===== src/rtl/xbar_pkg.sv =====
package xbar_pkg;
  localparam int NUM_M = 2;
  localparam int NUM_C = 2;
  localparam int IDX_W = $clog2(NUM_M);

  typedef logic [NUM_M-1:0] mvec_t;
  typedef logic [IDX_W-1:0] midx_t;

  // Picks the winning master from a candidate vector; prio names the
  // favoured master when both are candidates.
  function automatic midx_t pick_master(input mvec_t cand, input midx_t prio);
    if (cand == '1) return prio;
    return cand[1] ? midx_t'(1) : midx_t'(0);
  endfunction

  // Index of the master that was not just served.
  function automatic midx_t other_master(input midx_t served);
    return midx_t'(NUM_M - 1) - served;
  endfunction
endpackage


===== src/rtl/xbar_cand.sv =====
module xbar_cand
  import xbar_pkg::*;
#(
  parameter int CH = 0
) (
  input  mvec_t m_req,
  input  mvec_t m_slv,
  input  mvec_t m_gnt,
  output mvec_t cand
);
  localparam logic CH_ID = 1'(CH);

  always_comb begin
    for (int m = 0; m < NUM_M; m++) begin
      cand[m] = m_req[m] && !m_gnt[m] && (m_slv[m] == CH_ID);
    end
  end
endmodule


===== src/rtl/xbar_slot.sv =====
module xbar_slot
  import xbar_pkg::*;
(
  input  logic  clk,
  input  logic  rst_n,
  input  mvec_t cand,
  input  mvec_t m_wr,
  input  logic  done,
  output logic  act,
  output midx_t sel,
  output logic  wr,
  output logic  take,
  output logic  rel
);
  midx_t prio;
  midx_t who;

  always_comb begin
    who  = pick_master(cand, prio);
    take = !act && (cand != '0);
    rel  = act && done;
  end

  always_ff @(posedge clk) begin
    if (!rst_n) begin
      act  <= 1'b0;
      sel  <= '0;
      wr   <= 1'b0;
      prio <= '0;
    end else if (rel) begin
      act  <= 1'b0;
      prio <= other_master(sel);
    end else if (take) begin
      act <= 1'b1;
      sel <= who;
      wr  <= m_wr[who];
    end
  end
endmodule


===== src/rtl/xbar_arbiter.sv =====
module xbar_arbiter
  import xbar_pkg::*;
(
  input  logic       clk,
  input  logic       rst_n,
  input  logic [1:0] m_req,
  input  logic [1:0] m_slv,
  input  logic [1:0] m_wr,
  output logic [1:0] m_gnt,
  output logic [1:0] ch_sel,
  output logic [1:0] ch_act,
  output logic [1:0] ch_wr,
  input  logic [1:0] ch_done
);
  mvec_t cand [NUM_C];
  logic [NUM_C-1:0] take_ev;
  logic [NUM_C-1:0] rel_ev;

  for (genvar c = 0; c < NUM_C; c++) begin : g_ch
    xbar_cand #(.CH(c)) u_cand (
      .m_req(m_req),
      .m_slv(m_slv),
      .m_gnt(m_gnt),
      .cand (cand[c])
    );
    xbar_slot u_slot (
      .clk  (clk),
      .rst_n(rst_n),
      .cand (cand[c]),
      .m_wr (m_wr),
      .done (ch_done[c]),
      .act  (ch_act[c]),
      .sel  (ch_sel[c]),
      .wr   (ch_wr[c]),
      .take (take_ev[c]),
      .rel  (rel_ev[c])
    );
  end

  always_comb begin
    m_gnt = '0;
    for (int c = 0; c < NUM_C; c++) begin
      if (ch_act[c]) m_gnt[ch_sel[c]] = 1'b1;
    end
  end
endmodule


===== config.mk =====
export PLATFORM = sky130hd
export DESIGN_NAME = xbar_arbiter
export DESIGN_NICKNAME = d
export VERILOG_FILES = /design/src/rtl/xbar_pkg.sv /design/src/rtl/xbar_cand.sv /design/src/rtl/xbar_slot.sv /design/src/rtl/xbar_arbiter.sv
export SDC_FILE = /design/constraint.sdc
export NUM_CORES = 1
export LEC_CHECK = 0
export BUFFER_PORTS_ARGS = -buffer_cell sky130_fd_sc_hd__buf_2
export CORE_AREA = 4 4 41 43
export DETAILED_ROUTE_END_ITERATION = 10
export DIE_AREA = 0 0 45 47
export HOLD_SLACK_MARGIN = 0.15
export PLACE_DENSITY = 0.66
export SYNTH_ARGS = -nofsm -noshare
export SYNTH_HDL_FRONTEND = slang
export SYNTH_SLANG_ARGS = --single-unit

===== constraint.sdc =====
create_clock -name clk -period 1.95 [get_ports clk]
set_input_delay 0.2925 -clock clk [delete_from_list [all_inputs] [get_ports clk]]
set_output_delay 0.2925 -clock clk [all_outputs]
set_load 0.01 [all_outputs]

* Yosys cells after proc, flatten, opt, wreduce, memory -nomap -nowiden
Index checks and enable logic that the tools add are counted.
** Word-level totals
- Output and inout port bits :: 8
- Register bits after elaboration :: 8
- Word-level logic and storage cells :: 64
- Input bits :: 10
** Operators by class
- Magnitude comparators :: 6
- Add/subtract/negate cells :: 2
- Muxes and demuxes :: 18
- Reductions and logical operators :: 22
- Bitwise gates (word level) :: 6
- Equal/unequal tests :: 2
** Operators with widths (number)
- 2-to-1 mux 1 bit :: 14
- logical AND 1 bit :: 12
- less-than comparator 1 x 2 -> 1 bit, second input constant :: 4
- inverter 1 bit :: 5
- == test 2 bit, second input constant :: 2
- logical NOT 1 bit :: 4
- 2-to-1 mux 2 bit :: 2
- AND reduction 2 bit :: 2
- nonzero test 2 bit :: 2
- OR reduction 2 bit :: 2
- demux 1 bit (select 1 bit) :: 2
- greater-or-equal comparator 1 bit, second input constant :: 2
- OR 2 bit :: 1
- subtractor 1 bit, first input constant :: 2

* Longest topological paths before layout
Gate-level depths: netlist of run 1.
- Depth after elaboration :: 15
- Gate-level depth with buffers :: 6
- Depth with buffers taken out :: 5

* Hierarchy
Synthesis of run 1 repeated with hierarchy kept, for this count alone.
** Second synthesis, totals
- Cell total of the unflattened synthesis :: 48
- Area total of the unflattened synthesis :: 430.4 µm²
** By module, submodules not included
- xbar_slot :: instances 2, cells each 20, area an instance 182.7 µm², seq. area each 80.1 µm²
- xbar_cand (g_ch[0].u_cand) :: instances 1, cells each 2, area an instance 25.0 µm², seq. area each 0.0 µm²
- xbar_arbiter :: instances 1, cells each 4, area an instance 22.5 µm², seq. area each 0.0 µm²
- xbar_cand (g_ch[1].u_cand) :: instances 1, cells each 2, area an instance 17.5 µm², seq. area each 0.0 µm²

* Worst setup path after synthesis of run 1
No wires, ideal clock.
- Path kind :: register to register
- Start point :: register g_ch[0].u_slot.act
- End point :: register g_ch[1].u_slot.wr
- Path slack :: 0.550 ns
- Period minus slack after synthesis :: 1.400 ns
- Setup time :: 0.119 ns
- Stages on the path, launching flop included :: 6
- Data required time :: 1.831 ns
- Arrival :: 1.281 ns
- Buffers on the path :: 1
- Cell sequence :: dfxtp_1 buf_6 nor2b_4 or3_1 o31a_1 o221a_2
** Between the ends
- Longest elaborated chain between the ends :: 11
- Elaborated cells between the ends (all ways) :: 18
- Those cells by class :: 1 x eq/ne; 7 x mux; 1 x bitwise; 9 x reduce/logical
** Ends and longest elaborated chain
- from (decl) :: line xbar_slot.sv:9 : output logic act,
- from (signal assigned) :: line xbar_slot.sv:26 : act <= 1'b0;
- from (signal assigned) :: line xbar_slot.sv:31 : act <= 1'b0;
- from (signal assigned) :: line xbar_slot.sv:34 : act <= 1'b1;
- 2-to-1 mux 2 bit * :: line xbar_arbiter.sv:43 : if (ch_act[c]) m_gnt[ch_sel[c]] = 1'b1;
- OR 2 bit (no source line)
- 2-to-1 mux 2 bit * :: line xbar_arbiter.sv:43
- logical NOT 1 bit :: line xbar_cand.sv:15 : cand[m] = m_req[m] && !m_gnt[m] && (m_slv[m] == CH_ID);
- logical AND 1 bit (2 in a row) :: line xbar_cand.sv:15
- == test 2 bit :: line xbar_pkg.sv:12 : if (cand == '1) return prio;
- 2-to-1 mux 1 bit :: line xbar_pkg.sv:12
- 2-to-1 mux 1 bit :: line xbar_pkg.sv:13 : return cand[1] ? midx_t'(1) : midx_t'(0);
- 2-to-1 mux 1 bit (not written as such) (2 in a row) :: line xbar_slot.sv:36 : wr <= m_wr[who];
- to (signal assigned) :: line xbar_slot.sv:36
- to (decl) :: line xbar_slot.sv:11 : output logic wr,
Every way passes the cells marked *; elsewhere a longest branch is shown, timed or not. The select of a mux whose other input is x is not followed.
A chain may end at the register's enable or synchronous reset.

* Final worst setup path of run 1
- Start point :: register g_ch[0].u_slot.act
- End point :: output port m_gnt[0]
** Between the ends
- Longest elaborated chain between the ends :: 3
** Ends and longest elaborated chain
- 2-to-1 mux 2 bit * :: line xbar_arbiter.sv:43
- OR 2 bit (no source line)
- 2-to-1 mux 2 bit * :: line xbar_arbiter.sv:43
- to (decl) :: line xbar_arbiter.sv:9 : output logic [1:0] m_gnt,
Every way passes the cells marked *; elsewhere a longest branch is shown, timed or not.

==> impl_results.md, run 1 <==
- Initial antenna violation count: 0
- TNS Setup: 0 ps
- Vias/cell: 5.53
- Core box area: 0.00130 mm2
- 1st-iter DRT viols: 24
- Synth warn: 0
- Post-route ant nets: 0
- Worst Clk Skew: 0.161 ps
- RSZ-0062 raised after global routing: no
- Endpoints failing setup: 0
- Yosys cell types: 26
- Initial core utilization: 0.392
- R2R Path Start: g_ch[0].u_slot.act$_SDFFE_PP0P_
- Final Hold Fails: 0
- Slew headroom: 0.686
- Via Count: 492
- Cts bufs inserted: 3
- DRC viols: 0
- Fill count: 147
- Top cell type's share of synthesized area: 0.314
- Final Max Tran Viols: 0
- Sequential Power Share: 0.454
- Commonest cells post-synth: nand2_1, dfxtp_1, a21oi_1, buf_4, inv_1
- GR Util met3: 0.0460
- Crit path DAT: 1270 ps
- Pwr/cell area: 764 mW/mm2
- Lkg Pwr: 0.261 nW
- Seq/Total Area, Yosys: 0.314
- Synthesized flop and latch total: 8
- Die height: 47 um
- Worst endpoint required time: 1660 ps
- Peak supply drop: 0.356 mV
- Synth area leader: dfxtp_1
- M1 GR Usage: 0.146
- Skew-Pair Late Insertion Delay: 260 ps
- I/O pin cnt: 18
- Gpl congestion: 0.913
- Post-cts resize count: 0
- Num Clock Sinks: 8
- DR pass1 iterations: 4
- Worst Setup EP: m_gnt[0]
- Reg2reg setup slack: 470 ps
- Overall routing resource usage: 0.142
- Crit-path slowest cell: dfxtp_1
- Ys flop type: dfxtp_1
- Outcome: finished, final reports clean
- GRT Residual Overflow: 0
- First-pass GRT wire length: 2020 um
- Vias in the first global route: 476
- H-tree levels: 1
- Final period util: 0.801
- Worst reg-to-reg path cell count: 4
- Max Cap Violations: 0
- Hold/Removal Path Class: primary input to flip-flop
- CP startpoint kind: flip-flop
- Hold path depth: 2
- CP Cell Sequence: nor2b_4, or2_4, buf_2
- EDFF count, synth: 0
- Most common cell in the synthesized netlist: nand2_1
- DP Wirelength: 891 um
- Clock share of power: 0.290
- Switch share: 0.313
- CP endpoint kind: output port
- Die W: 45 um
- Nets@finish: 86
- Ys async rst share: 0
- Pin count of the biggest net entering global routing: 12
- Clk root buf: clkbuf_4
- Global-route layer with the greatest usage: met2
- Cell count after synthesis: 61
- Synthesized net count: 71
- Sw power: 0.000139 W
- Num rows: 13
- Layout Utilization: 0.446
- Met2 Track Usage GR: 0.226
- Worst Setup SP: g_ch[0].u_slot.act$_SDFFE_PP0P_
- # diodes: 0
- Hold_sp: ch_done[0]
- Fmax: 640 MHz
- Footprint of the multi-input gates: 279 um2
- Area Overhead vs Synth: 13.7%
- Cell area after synthesis: 510 um2
- Power, Total: 0.000443 W
- P_int: 0.000305 W
- Largest incremental delay on the critical path: 510 ps
- Share of post-route cells with drive strength above 1: 0.351
- Clock Path Buffers: 2
- WL per Instance: 13.5 um
- Clock slew seen by the registers of the worst setup and hold paths: 50 ps
- Top cells by area, synth: dfxtp_1, buf_4, a21oi_1
- Synthesized area per cell: 8.37 um2
- Combinational share of power: 0.256
- I/O Buffers: 17
- Slew @ Worst Pin: 465 ps
- CTS tree: built
- R2r endpoint: g_ch[1].u_slot.wr$_SDFFE_PN0P_
- Die Area: 0.00212 mm2
- Worst-path maximum fanout: 11
- CP Class: flip-flop to output port
- Post-CTS Setup Bufs: 0
- Sequential cell area: 160 um2
- Drt total wl: 1210 um
- # hold bufs at CTS: 0
- Final period demand of the worst path: 1560 ps
[critical path, delay by kind of cell, from the launching register on]
kind,cells,cell delay (ps)
DFF,1,510
and+or+nand+nor,2,380
buffers and inverters,1,120
[cell usage in the layout (no fill, tap or decap), types with 2 or more instances in the layout]
cell,n
inv_1,4
nand2_1,9
nand3_1,3
o221a_2,2
clkbuf_4,3
or3_1,3
a31oi_1,2
dfxtp_1,8
buf_2,17
a21oi_1,7
[power groups by stage]
stage | Sequential [W] | Combinational (W) | Clock [W]
6_report | 0.000201 | 0.000114 | 0.000129
4_1_cts | 0.000201 | 0.000114 | 0.000132
3_3_place_gp | 0.000204 | 0.000113 | 0
2_1_floorplan | 0.000196 | 0.0000989 | 0
5_1_grt | 0.000205 | 0.000125 | 0.000145
3_5_place_dp | 0.000204 | 0.000112 | 0
[layout make-up]
| cell class | instances | share of cell area |
|---|---|---|
| Sequential cell | 8 | 0.276 |
| Tap cell | 15 | 0.0323 |
| Clock buffer | 3 | 0.0388 |
| Inverter | 4 | 0.0259 |
| Timing Repair Buffer | 17 | 0.147 |
| Multi-Input combinational cell | 42 | 0.481 |
[stage by stage]
| step | area, um2 | worst slack [ps] | hold slack [ps] | cells |
|---|---|---|---|---|
| global placement | 558 | 478 | 499 | 86 |
| CTS | 581 | 376 | 267 | 89 |
| detailed placement | 558 | 497 | 500 | 86 |
| global route | 581 | 293 | 280 | 89 |
| floorplan | 510 | 550 | 409 | 61 |
| finish | 581 | 387 | 273 | 89 |
[routing by layer]
| metal | vias up | wire length [um] |
|---|---|---|
| li1 | 243 | - |
| met1 | 221 | 500 |
| met2 | 22 | 564 |
| met3 | 6 | 83 |
| met4 | 0 | 57 |
| met5 | - | 0 |
[worst min path at each step]
| stage | endpoint |
|---|---|
| after detailed placement | g_ch[1].u_slot.sel$_SDFFE_PN0P_ |
| after CTS | g_ch[0].u_slot.prio$_SDFFE_PN0P_ |
| final | g_ch[0].u_slot.prio$_SDFFE_PN0P_ |
| after floorplan | g_ch[0].u_slot.act$_SDFFE_PP0P_ |
| after global routing | g_ch[0].u_slot.prio$_SDFFE_PN0P_ |
| after global placement | g_ch[1].u_slot.sel$_SDFFE_PN0P_ |
[logic make-up (layout without fill, tap and decap cells)]
kind of cell	after synthesis	after routing	synth area share
flip-flops	8	8	0.314
buffers and inverters	11	24	0.140
AO/OA/AOI/OAI	19	19	0.294
AND/OR/NAND/NOR	23	23	0.252
[state kept, by name (all words and copies together) (netlist names)]
name              cells
g_ch.u_slot.prio      2
g_ch.u_slot.wr        2
g_ch.u_slot.sel       2
g_ch.u_slot.act       2
Note: power is estimated with default switching activity, not from simulation.
==> run 2: changes to the inputs <==
==> constraint.sdc (replaced) <==
create_clock -name clk -period 1.6 [get_ports clk]
set_input_delay 0.24 -clock clk [delete_from_list [all_inputs] [get_ports clk]]
set_output_delay 0.24 -clock clk [all_outputs]
set_load 0.01 [all_outputs]
==> impl_results.md, run 2 (synthesis results as in run 1) <==
- Hold path depth: 2
- Worst-path maximum fanout: 5
- Fill count: 141
- Endpoints failing setup: 0
- Max Cap Violations: 0
- Slew headroom: 0.675
- Most common cell after layout, fill and taps aside: buf_2
- Worst reg-to-reg path cell count: 4
- Most frequent cells in the layout: buf_2, nand2_1, dfxtp_1, a21oi_1, inv_1
- I/O pin cnt: 18
- Die W: 45 um
- Cts bufs inserted: 3
- CP endpoint kind: output port
- Worst endpoint required time: 1360 ps
- Post-cts resize count: 0
- GRT Residual Overflow: 0
- Clk root buf: clkbuf_4
- DRC viols: 0
- CP Cell Sequence: buf_4, a22oi_1, inv_1, buf_2
- Pin count of the biggest net entering global routing: 9
- Slew @ Worst Pin: 482 ps
- Die Area: 0.00212 mm2
- Fmax: 655 MHz
- Pwr/cell area: 942 mW/mm2
- # hold bufs at CTS: 0
- DR pass1 iterations: 4
- Vias/cell: 5.32
- Overall routing resource usage: 0.141
- R2r endpoint: g_ch[1].u_slot.wr$_SDFFE_PN0P_
- R2R Path Start: g_ch[1].u_slot.act$_SDFFE_PP0P_
- Area Overhead vs Synth: 16.7%
- I/O Buffers: 17
- Drt total wl: 1230 um
- Initial antenna violation count: 0
- Hold/Removal Path Class: primary input to flip-flop
- Worst Clk Skew: 7.83 ps
- CP startpoint kind: flip-flop
- Via Count: 484
- Gpl congestion: 0.850
- H-tree levels: 1
- Final Max Tran Viols: 0
- Num Clock Sinks: 8
- Final period util: 0.955
- Final period demand of the worst path: 1530 ps
- Reg2reg setup slack: 210 ps
- Outcome: finished, final reports clean
- Largest incremental delay on the critical path: 310 ps
- Crit-path slowest cell: dfxtp_1
- Lkg Pwr: 0.272 nW
- Nets@finish: 88
- 1st-iter DRT viols: 16
- # diodes: 0
- Layout Utilization: 0.458
- Crit path DAT: 1290 ps
- Core box area: 0.00130 mm2
- Clock Path Buffers: 2
- Hold WS: 209 ps
- Post-route ant nets: 0
- Initial core utilization: 0.392
- Post-CTS Setup Bufs: 0
- Skew-Pair Late Insertion Delay: 270 ps
- Num rows: 13
- Die height: 47 um
- TNS Setup: 0 ps
- Hold_sp: ch_done[0]
- CP Class: flip-flop to output port
- WL per Instance: 13.6 um
- Peak supply drop: 0.500 mV
- DP Wirelength: 1000 um
- RSZ-0062 raised after global routing: no
- CTS tree: built
- WHS Endpoint: g_ch[0].u_slot.prio$_SDFFE_PN0P_
- Clock slew seen by the registers of the worst setup and hold paths: 60 ps
- Final Hold Fails: 0
- First-pass GRT wire length: 2060 um
- Share of post-route cells with drive strength above 1: 0.368
- Vias in the first global route: 498
## run 2: changes by cell type in the layout (fill, tap and decap cells not counted), sizes merged
cell  previous run  this run
buf             17        19
## run 2: area by class of cell
cell class,count,area [um2],share of cell area
Clock buffer,3,22.5,0.0378
Inverter,4,15.0,0.0252
Multi-Input combinational cell,42,279,0.468
Sequential cell,8,160,0.269
Tap cell,15,18.8,0.0315
Timing Repair Buffer,19,100,0.168
## run 2: through the flow
stage | instance area (um2) | power (W) | cells | setup slack (ps)
CTS | 596 | 0.000562 | 91 | 63.3
floorplan | 510 | 0.000359 | 61 | 200
global route | 596 | 0.000587 | 91 | 11.2
detailed placement | 573 | 0.000395 | 88 | 192
global placement | 573 | 0.000393 | 88 | 211
finish | 596 | 0.000561 | 91 | 72.2
## run 2: how the worst max path moves through the flow
stage | startpoint | to | cells after the start
after floorplan | g_ch[0].u_slot.act$_SDFFE_PP0P_ | g_ch[1].u_slot.wr$_SDFFE_PN0P_ | 5
after global placement | g_ch[1].u_slot.act$_SDFFE_PP0P_ | g_ch[1].u_slot.wr$_SDFFE_PN0P_ | 4
after detailed placement | m_req[1] | g_ch[0].u_slot.wr$_SDFFE_PN0P_ | 5
after CTS | g_ch[1].u_slot.sel$_SDFFE_PN0P_ | m_gnt[1] | 4
after global routing | g_ch[1].u_slot.sel$_SDFFE_PN0P_ | m_gnt[1] | 4
final | g_ch[1].u_slot.sel$_SDFFE_PN0P_ | m_gnt[1] | 4
## run 2: where the power goes
group | switching, W | total, W | internal [W]
registers | 0.0000210 | 0.000240 | 0.000219
logic | 0.0000778 | 0.000150 | 0.0000723
clock network | 0.0000842 | 0.000171 | 0.0000869
## run 2: critical path: cells and delay by family, from the launching register on
family | cells | cell delay (ps)
AOI/OAI and AO/OA | 1 | 310
buffers and inverters | 3 | 390
DFF | 1 | 310
## run 2: per-layer routing
layer	wire (um)	GRT usage
met5	0	0
met4	26	0.0819
met3	73	0.0613
met2	580	0.246
met1	554	0.140
==> run 3: changes to the inputs <==
==> constraint.sdc (replaced) <==
create_clock -name clk -period 1.6 [get_ports clk]
set_input_delay 0.08 -clock clk [delete_from_list [all_inputs] [get_ports clk]]
set_output_delay 0.08 -clock clk [all_outputs]
set_load 0.01 [all_outputs]
==> impl_results.md, run 3 (synthesis results as in run 1) <==
- Outcome: finished, final reports clean
- Skew-Pair Late Insertion Delay: 280 ps
- Post-route ant nets: 0
- Worst endpoint required time: 1760 ps
- CP startpoint kind: primary input
- Most frequent cells in the layout: buf_2, nand2_1, dfxtp_1, a21oi_1, dlygate4sd3_1
- Clock slew seen by the registers of the worst setup and hold paths: 60 ps
- Hold path depth: 4
- DRC viols: 0
- Via Count: 526
- Nets@finish: 94
- Worst-path maximum fanout: 4
- Final period util: 0.915
- Final period demand of the worst path: 1460 ps
- Area post-placement: 573 um2
- Die Area: 0.00212 mm2
- Pin count of the biggest net entering global routing: 9
- Combinational share of power: 0.285
- DP Wirelength: 1000 um
- # diodes: 0
- Worst reg-to-reg path cell count: 4
- RSZ-0062 raised after global routing: no
- WL per Instance: 13.9 um
- Layout Utilization: 0.504
- First-pass GRT wire length: 2190 um
- TNS Setup: 0 ps
- Pwr/cell area: 881 mW/mm2
- CTS tree: built
- Worst path depth: 6
- Post-CTS Setup Bufs: 0
- Cts bufs inserted: 3
- Crit path DAT: 1620 ps
- Final Hold Fails: 0
- Most common cell after layout, fill and taps aside: buf_2
- Clock Path Buffers: 2
- Vias/cell: 5.42
- H-tree levels: 1
- Sw power: 0.000189 W
- CP Cell Sequence: dlygate4sd3_1, buf_2, nor2b_1, a21boi_0, o311ai_1, o221a_2
- Largest incremental delay on the critical path: 530 ps
- Overall routing resource usage: 0.151
- P_int: 0.000389 W
- Fmax: 683 MHz
- CP Class: primary input to flip-flop
- Die height: 47 um
- Clk root buf: clkbuf_4
- Fill count: 133
- Sequential Power Share: 0.416
- 1st-iter DRT viols: 22
- Core box area: 0.00130 mm2
- GRT Residual Overflow: 0
- Worst Clk Skew: 8.39 ps
- Lkg Pwr: 0.297 nW
- Num rows: 13
- Slew headroom: 0.765
- CP endpoint kind: flip-flop
- Initial antenna violation count: 0
- Area Overhead vs Synth: 28.4%
- I/O pin cnt: 18
- Final Max Tran Viols: 0
- Hold/Removal Path Class: primary input to flip-flop
- Slew @ Worst Pin: 348 ps
- Die W: 45 um
- Drt total wl: 1350 um
- Num Clock Sinks: 8
- Clock share of power: 0.299
- Gpl congestion: 0.850
- Max Cap Violations: 0
- Crit-path slowest cell: dlygate4sd3_1
- Switch share: 0.327
- Endpoints failing setup: 0
- Vias in the first global route: 544
- DR pass1 iterations: 4
- Reg2reg setup slack: 200 ps
- I/O Buffers: 17
- Finished Cell Area: 656 um2
- Initial core utilization: 0.392
- Worst path bufs/invs: 2
- Peak supply drop: 0.509 mV
- Share of post-route cells with drive strength above 1: 0.341
- CP top delay family: buffers and inverters
==> run 3: cell types whose count changed in the layout (fill, tap and decap cells not counted) <==
cell	delta
dlygate4sd3_1	+6
o311ai_0	-1
o311ai_1	+1
==> run 3: area by class of cell <==
| cell class | count | area (um2) | area share |
|---|---|---|---|
| Clock buffer | 3 | 22.5 | 0.0344 |
| Timing Repair Buffer | 25 | 160 | 0.244 |
| Sequential cell | 8 | 160 | 0.244 |
| Inverter | 4 | 15.0 | 0.0229 |
| Multi-Input combinational cell | 42 | 279 | 0.426 |
| Tap cell | 15 | 18.8 | 0.0286 |
==> run 3: metal layers <==
| metal | vias to the layer above | GRT usage | part of all wire |
|---|---|---|---|
| li1 | 259 | - | - |
| met1 | 234 | 0.140 | 0.41 |
| met2 | 24 | 0.268 | 0.49 |
| met3 | 9 | 0.0613 | 0.069 |
| met4 | 0 | 0.105 | 0.036 |
| met5 | - | 0 | 0 |
==> run 3: stage by stage <==
stage	power (W)	hold WS, ps	setup slack (ps)	instances
floorplan	0.000359	196	200	61
global placement	0.000393	317	211	88
detailed placement	0.000395	324	213	88
CTS	0.000574	216	91.8	97
global route	0.000601	227	6.45	97
finish	0.000577	210	136	97
==> run 3: path summary, 6_finish.rpt <==
check	to	startpoint
setup / recovery	g_ch[0].u_slot.wr$_SDFFE_PN0P_	m_slv[1]
hold / removal	g_ch[1].u_slot.prio$_SDFFE_PN0P_	ch_done[1]
setup reg to reg	g_ch[1].u_slot.act$_SDFFE_PP0P_	g_ch[1].u_slot.act$_SDFFE_PP0P_
hold reg to reg	g_ch[0].u_slot.wr$_SDFFE_PN0P_	g_ch[0].u_slot.wr$_SDFFE_PN0P_
==> run 3: power groups by stage <==
stage               Sequential (W)  Combinational (W)  Clock, W
floorplan                 0.000239           0.000121         0
global placement          0.000244           0.000149         0
detailed placement        0.000244           0.000151         0
CTS                       0.000240           0.000164  0.000170
global route              0.000242           0.000182  0.000177
finish                    0.000240           0.000165  0.000173
==> run 3: repair_timing <==
item	4_1_cts	5_1_grt
hold endpoints to repair	6	0
gates resized for setup	0	1
setup endpoints to repair	0	1
hold buffers	6	0
==> run 3: tightest hold or removal path, cell delays in order <==
cell and delay (ps):
buf_2 70, nand2_1 60, o21ai_0 130, and2_1 110
